## src/rtl/burst_addr_pkg.sv

```systemverilog
// Package: shared types for the burst low-address generator.
// Assumes: nothing beyond IEEE 1800-2017 synthesizable subset.
package burst_addr_pkg;

    // Width of the burst low-address field used by default.
    localparam int BURST_AW_DEFAULT = 3;

    // Source currently selected for the burst address outside the start cycle.
    typedef enum logic {
        SRC_BUS  = 1'b0,   // follow the bus low bits
        SRC_HELD = 1'b1    // show the captured, stepping copy
    } addr_src_e;

endpackage

```

## src/rtl/master_mode_tracker.sv

```systemverilog
// Module: master_mode_tracker
// Keeps track of whether an external-master transfer is currently held.
// The master origin is sampled only on the start pulse. An end pulse without
// a start returns to bus pass-through. Start has priority over end.
// Assumes: xfer_start is a single-cycle pulse.
module master_mode_tracker
    import burst_addr_pkg::*;
(
    input  logic      clk,
    input  logic      rst_n,
    input  logic      xfer_start,
    input  logic      ext_master,
    input  logic      xfer_end,
    output addr_src_e src_mode
);

    addr_src_e mode_q;

    // Purpose: capture master origin on start, fall back to bus on end.
    always_ff @(posedge clk) begin
        if (!rst_n) begin
            mode_q <= SRC_BUS;
        end else if (xfer_start) begin
            mode_q <= ext_master ? SRC_HELD : SRC_BUS;
        end else if (xfer_end) begin
            mode_q <= SRC_BUS;
        end
    end

    assign src_mode = mode_q;

endmodule

```

## src/rtl/burst_addr_counter.sv

```systemverilog
// Module: burst_addr_counter
// Holds the captured low address and steps it modulo 2**AW on command.
// A start always reloads from the bus and overrides any step command.
// Assumes: step_ok is already qualified by the caller (external transfer held).
module burst_addr_counter #(
    parameter int AW = 3
) (
    input  logic          clk,
    input  logic          rst_n,
    input  logic          xfer_start,
    input  logic [AW-1:0] bus_lo,
    input  logic          step_ok,
    output logic [AW-1:0] held_addr
);

    localparam logic [AW-1:0] STEP_ONE = AW'(1);

    logic [AW-1:0] held_q;
    logic [AW-1:0] held_d;

    // Purpose: choose reload, increment or hold for the captured address.
    always_comb begin
        if (xfer_start) begin
            held_d = bus_lo;
        end else if (step_ok) begin
            held_d = held_q + STEP_ONE;
        end else begin
            held_d = held_q;
        end
    end

    // Purpose: register the captured address, cleared by reset.
    always_ff @(posedge clk) begin
        if (!rst_n) begin
            held_q <= '0;
        end else begin
            held_q <= held_d;
        end
    end

    assign held_addr = held_q;

endmodule

```

## src/rtl/burst_addr_select.sv

```systemverilog
// Module: burst_addr_select
// Bitwise output selector: in the start cycle, or while in pass-through mode,
// the bus bits reach the output; otherwise the held copy does.
// Assumes: use_bus is settled within the cycle (purely combinational path).
module burst_addr_select #(
    parameter int AW = 3
) (
    input  logic          use_bus,
    input  logic [AW-1:0] bus_lo,
    input  logic [AW-1:0] held_addr,
    output logic [AW-1:0] addr_out
);

    // One 2:1 selector per address bit.
    for (genvar b = 0; b < AW; b++) begin : g_bit
        assign addr_out[b] = use_bus ? bus_lo[b] : held_addr[b];
    end

endmodule

```

## src/rtl/burst_lowaddr_gen.sv

```systemverilog
// Module: burst_lowaddr_gen (top)
// Generates the burst low address. It passes the bus bits through for
// on-chip masters. For external masters it captures the bits in the first
// cycle and steps them on sequencer command.
// Assumes: xfer_start is a one-cycle pulse; ext_master is valid with it.
module burst_lowaddr_gen
    import burst_addr_pkg::*;
#(
    parameter int AW = BURST_AW_DEFAULT
) (
    input  logic          clk,
    input  logic          rst_n,
    input  logic [AW-1:0] bus_lo,
    input  logic          xfer_start,
    input  logic          ext_master,
    input  logic          step_en,
    input  logic          xfer_end,
    output logic [AW-1:0] burst_addr
);

    addr_src_e     src_mode;
    logic          ext_hold;
    logic          step_ok;
    logic          use_bus;
    logic [AW-1:0] held_addr;

    u_mode_unused_guard: assert final (AW > 0);

    master_mode_tracker u_mode (
        .clk        (clk),
        .rst_n      (rst_n),
        .xfer_start (xfer_start),
        .ext_master (ext_master),
        .xfer_end   (xfer_end),
        .src_mode   (src_mode)
    );

    // Purpose: derive control strobes from the tracked mode.
    always_comb begin
        ext_hold = (src_mode == SRC_HELD);
        step_ok  = step_en && ext_hold && !xfer_start;
        use_bus  = xfer_start || !ext_hold;
    end

    burst_addr_counter #(.AW(AW)) u_cnt (
        .clk        (clk),
        .rst_n      (rst_n),
        .xfer_start (xfer_start),
        .bus_lo     (bus_lo),
        .step_ok    (step_ok),
        .held_addr  (held_addr)
    );

    burst_addr_select #(.AW(AW)) u_sel (
        .use_bus    (use_bus),
        .bus_lo     (bus_lo),
        .held_addr  (held_addr),
        .addr_out   (burst_addr)
    );

endmodule

```

## config.mk

```make
export PLATFORM = sky130hd
export DESIGN_NAME = burst_lowaddr_gen
export DESIGN_NICKNAME = d
export VERILOG_FILES = /design/src/rtl/burst_addr_pkg.sv /design/src/rtl/master_mode_tracker.sv /design/src/rtl/burst_addr_counter.sv /design/src/rtl/burst_addr_select.sv /design/src/rtl/burst_lowaddr_gen.sv
export SDC_FILE = /design/constraint.sdc
export NUM_CORES = 1
export LEC_CHECK = 0
export ABC_AREA = 1
export BUFFER_PORTS_ARGS = -buffer_cell sky130_fd_sc_hd__clkbuf_2
export CORE_AREA = 2 2 39 41
export CTS_BUF_LIST = sky130_fd_sc_hd__clkbuf_8
export CTS_CLUSTER_SIZE = 24
export DETAILED_ROUTE_END_ITERATION = 6
export DIE_AREA = 0 0 41 43
export MAX_ROUTING_LAYER = met4
export SETUP_SLACK_MARGIN = 0.1
export SLEW_MARGIN = 40
export SYNTH_ARGS = -nofsm -noshare
export SYNTH_HDL_FRONTEND = slang
export SYNTH_HIERARCHICAL = 1
export SYNTH_SLANG_ARGS = --single-unit
```

## constraint.sdc

```tcl
create_clock -name clk -period 1.07 [get_ports clk]
set_clock_uncertainty 0.05 [all_clocks]
set_input_delay 0.107 -clock clk [delete_from_list [all_inputs] [get_ports clk]]
set_output_delay 0.107 -clock clk [all_outputs]
set_load 0.02 [all_outputs]
```

==> out/qor.yml, run 1 <==
clkSinkCount: 4
postCtsSetupRepairBufs: 0
yosysTopAreaCell: "nand2_1"
synthFlopType: "dfxtp_1"
place.gp.congestion: 0.635
synth_simple_gate_area_share_pct: 47.4
period_needed_ns: 1.10
drc: 0
slew_violations: 0
synth.area.top_cells: "nand2_1 32%, dfxtp_1 31%, inv_1 10%"
placed_area_um2: 337
area_delta_synth_final_pct: 57.9
synth_compound_area_share_pct: 5.74
cts_root_buffer: "clkbuf_8"
tightest_slew_ns: 0.197
antennaDiodeCount: 0
cts_tree: "yes"
io_pins: 12
syn_area_um2: 262
avgSynthCellArea_um2: 5.68
setup_viol: 3
synth_top_family_by_area: "simple AND/OR/NAND/NOR gates"
insertion_delay_ns: 0.21
synth_top_cell_area_share_pct: 31.6
syn-num-nets: 56
cts_htree_levels: 1
synthCells: 46
leakage_uw: 0.000246
yosysWarnings: 6
synthMuxAreaShare_pct: 0
peakVddDrop_mv: 0.429
drtIter0Drc: 1
status: "complete, but fails checks"
synth_edf_count: 0
slew_headroom_pct: 86.9
start_kind: "register"
critPathMaxFanout: 4
fin_crit_sh_pct: 103
antenna_found_initial: 0
start_util_pct: 18.9
wl_per_cell_um: 7.91
numPortBuffers: 11
grt-ovfl-total: 0
rsz0062_at_grt: "true"
clock_path_buffers: 2
yosysUniqueCellTypes: 11
fin_area_um2: 413
drv_cap: 0
finalPower_uw: 577
vias: 302
yosysMostFrequentCell: "nand2_1"
met3_length_um: 30
grt_pass1_vias: 272
path_class: "reg2out"
synthArstFlopShare_pct: 0
hold_violations: 0
cp_data_arrival_time_ns: 0.94
finalWorstSetupSlack_ns: -0.0302
power_per_cell_area_mw_per_mm2: 1400
wl_met2_um: 309
cts_resized: 9
grt_max_degree: 9
die_area_mm2: 0.00176
drt-pass1-iter-count: 2
fmax_mhz: 909
synth-seq-area-share_pct: 30.6
num-nets-final: 72
die_h_um: 43
clk_pin_slew_worst_paths_ns: 0.03
required_ns: 0.91
grt_use_total_pct: 8.22
synth_common_cells: "22 x nand2_1, 7 x inv_1, 4 x dfxtp_1, 4 x nand3_1"
top_layer: "met3"
cts_buffers: 3
finalWirelength_um: 601
final_layout_size_suffix_gt1_share_pct: 30.0
dp_hpwl_um: 495
viasPerCell: 3.97
synth.ff_latch_count: 4
die_x_um: 41
wl_met1_um: 261
ant_nets: 0
hp-class: "in2reg"
synthAdderAreaFrac_pct: 4.78
timing.hold.ws_ns: 0.0868
synth_xor_area_share_pct: 0
grt_pass1_wl_um: 917
fin_setup_tns_ns: -0.0767
violations: "setup timing"
num_rows: 14
worstSetupEndpointType: "output pin"
core_mm2: 0.00138
ctsHoldBuffers: 0
==> sequential cells by signal (all words and copies together), names as in the netlist <==
name             flops
u_cnt/held_addr      3
u_mode/src_mode      1
==> per-layer routing <==
layer / vias up / track usage [%]
met3: 0 / 3.14
li1: 168 / -
met1: 128 / 7.37
met5: - / -
met2: 6 / 12.2
met4: 0 / 8.00
==> final cells by class <==
class | count | area [um^2]
clock buffer | 3 | 41.3
timing repair buffer | 11 | 81.3
multi-input combinational | 34 | 159
tap | 16 | 20.0
fill | 154 | 971
sequential | 4 | 81.3
inverter | 8 | 30.0
==> final timing paths <==
path / from / end / slack, ns / cells past startpoint
max: u_mode/src_mode / burst_addr[2] / -0.03 / 5
max reg2reg: u_mode/src_mode / u_cnt/held_addr[0] / 0.01 / 7
min: rst_n / u_cnt/held_addr[0] / 0.09 / 3
min reg2reg: u_mode/src_mode / u_mode/src_mode / 0.48 / 2
==> critical path, cell delays in order (launching register included) <==
cell and delay [ns]:
dfxtp_2 0.35, nand2_4 0.07, inv_2 0.06, nand2_1 0.04, nand2_1 0.06, clkbuf_8 0.14
==> logic make-up (layout without fill, tap and decap cells) <==
group / Yosys count / count (layout)
and+or+nand+nor: 30 / 30
buffers and inverters: 8 / 22
DFF: 4 / 4
AOI/OAI and AO/OA: 3 / 3
adders and majority gates: 1 / 1
==> through the flow <==
stage | setup slack (ns) | util (%) | instances
2_1_floorplan | 0.109 | - | 46
3_3_place_gp | 0.0424 | 24.3 | 73
3_5_place_dp | 0.0208 | 24.3 | 73
4_1_cts | -0.0393 | 29.8 | 76
5_1_grt | -0.0801 | 29.8 | 76
6_report | -0.0302 | 29.8 | 76
==> where the power goes <==
group	switching (uW)	internal [uW]
clock network	70.4	239
logic	50.7	47.1
registers	8.70	161
total	130	447
==> layout by cell type, fill, tap and decap left out <==
cell,synthesis,layout
inv_1,7,7
nand3_1,4,4
o21ai_0,1,1
dfxtp_1,4,3
inv_2,1,1
nand3b_1,1,1
nor2_2,1,1
clkbuf_8,0,6
nor2_1,2,2
ha_1,1,1
clkbuf_2,0,8
dfxtp_2,0,1
a21oi_1,2,2
nand2_1,22,21
nand2_4,0,1
(Power assumes the default switching activity.)
==> run 2, diff against run 1 <==
CAP_MARGIN = 15   (was unset)
SKIP_CTS_REPAIR_TIMING = 1   (was unset)
==> out/qor.yml, run 2 (synthesized netlist as in run 1, its figures left out) <==
cp_data_arrival_time_ns: 0.92  # was 0.94 ns
fmax_mhz: 927  # was 909 MHz
finalWirelength_um: 605  # was 601 um
power_per_cell_area_mw_per_mm2: 1400  # about the same
required_ns: 0.91  # about the same
antennaDiodeCount: 0  # unchanged
die_h_um: 43  # unchanged
antenna_found_initial: 0  # unchanged
start_kind: "register"  # unchanged
period_needed_ns: 1.08  # was 1.10 ns
grt_pass1_wl_um: 876  # was 917 um
post-route-util_pct: 29.9  # was 29.8%
finalWorstSetupSlack_ns: -0.00890  # was -0.0302 ns
ant_nets: 0  # unchanged
hp-class: "in2reg"  # unchanged
setup_viol: 3  # unchanged
area_delta_synth_final_pct: 58.4  # was 57.9%
worst_path_largest_cell_delay_ns: 0.35  # about the same
n_fill_cell: 155  # was 154
critPathBufInv: 2  # unchanged
dp_hpwl_um: 495  # unchanged
num_rows: 14  # unchanged
drc: 0  # unchanged
hold_violations: 0  # unchanged
final_layout_size_suffix_gt1_share_pct: 31.7  # was 30.0%
leakage_uw: 0.000243  # was 0.000246 uW
viasPerCell: 3.97  # unchanged
clock_path_buffers: 2  # unchanged
worstSetupEndpointType: "output pin"  # unchanged
drv_cap: 0  # unchanged
cts_root_buffer: "clkbuf_8"  # unchanged
cpMostUsedCell: "nand2_1"  # unchanged
status: "complete, but fails checks"  # unchanged
wl_per_cell_um: 7.96  # was 7.91 um
layout_common_cells: "21 x nand2_1, 8 x clkbuf_2, 7 x inv_1"  # unchanged
clkSinkCount: 4  # unchanged
largest_reg_flops: 3  # unchanged
drt-pass1-iter-count: 2  # unchanged
critPathMaxFanout: 4  # unchanged
vias: 302  # unchanged
grt-ovfl-total: 0  # unchanged
cts_buffers: 3  # unchanged
clk_pin_slew_worst_paths_ns: 0.03  # about the same
die_x_um: 41  # unchanged
die_area_mm2: 0.00176  # unchanged
insertion_delay_ns: 0.21  # about the same
grt_pass1_vias: 256  # was 272
slowest_stage: "dfxtp_2"  # unchanged
crit_chain: "nand2_4 > inv_2 > nand2_1 > nand2_1 > buf_6"  # was nand2_4 > inv_2 > nand2_1 > nand2_1 > clkbuf_8
cts_htree_levels: 1  # unchanged
slew_headroom_pct: 85.9  # was 86.9%
grt_use_total_pct: 7.91  # was 8.22%
place.gp.congestion: 0.635  # unchanged
path_class: "reg2out"  # unchanged
cts_tree: "yes"  # unchanged
timing.hold.ws_ns: 0.0871  # was 0.0868 ns
num-nets-final: 72  # unchanged
numPortBuffers: 11  # unchanged
rsz0062_at_grt: "true"  # unchanged
grt_max_degree: 9  # unchanged
slew_violations: 0  # unchanged
crit_family: "flip-flops"  # unchanged
fin_crit_sh_pct: 101  # was 103%
peakVddDrop_mv: 0.428  # was 0.429 mV
final_common_cell: "nand2_1"  # unchanged
violations: "setup timing"  # unchanged
io_pins: 12  # unchanged
core_mm2: 0.00138  # unchanged
drtIter0Drc: 1  # unchanged
start_util_pct: 18.9  # unchanged
tightest_slew_ns: 0.209  # was 0.197 ns
==> run 2: cell count changes in the layout (fill, tap and decap cells not counted), sizes merged <==
cell	delta
clkbuf	-3
buf	+3
==> run 2: cell type report <==
class / count / area (um^2) / share of cell area, %
inverters: 8 / 30.0 / 7.25
flip-flops and latches: 4 / 81.3 / 19.6
multi-input cells: 34 / 168 / 40.5
clock buffers: 3 / 41.3 / 9.97
repair buffers: 11 / 73.8 / 17.8
well taps: 16 / 20.0 / 4.83
==> run 2: metrics by stage <==
step           std cells  TNS [ns]  total power [uW]  cell area, um^2  setup slack [ns]
6_report              76   -0.0183               578              414          -0.00890
5_1_grt               76    -0.183               600              414           -0.0570
4_1_cts               76    -0.382               566              378            -0.131
3_5_place_dp          73         0               253              337            0.0208
3_3_place_gp          73         0               250              337            0.0424
2_1_floorplan         46         0               217              262             0.109
==> run 2: worst paths after layout <==
path                   startpoint                 end  slack, ns  cells after the start
hold / removal              rst_n  u_cnt/held_addr[0]       0.09                      3
setup reg to reg  u_mode/src_mode  u_cnt/held_addr[0]       0.05                      7
setup / recovery  u_mode/src_mode       burst_addr[2]     -0.009                      5
hold reg to reg   u_mode/src_mode     u_mode/src_mode       0.48                      2
==> run 2: worst min-delay path, stage by stage <==
cell and delay [ns]:
clkbuf_2 0.12, nand2_1 0.06, inv_1 0.04
==> run 2: power breakdown <==
group	switching [uW]	total [uW]	internal [uW]
clock	70.3	309	239
sequential	8.69	169	161
combinational	53.9	99.5	45.7
total	133	578	445
==> run 2: metal layers <==
layer	vias to the layer above	wire [um]	GRT usage [%]
met5	-	0	-
met4	0	0	8.00
met3	0	30	3.14
met2	6	309	11.9
met1	128	265	6.73
li1	168	-	-
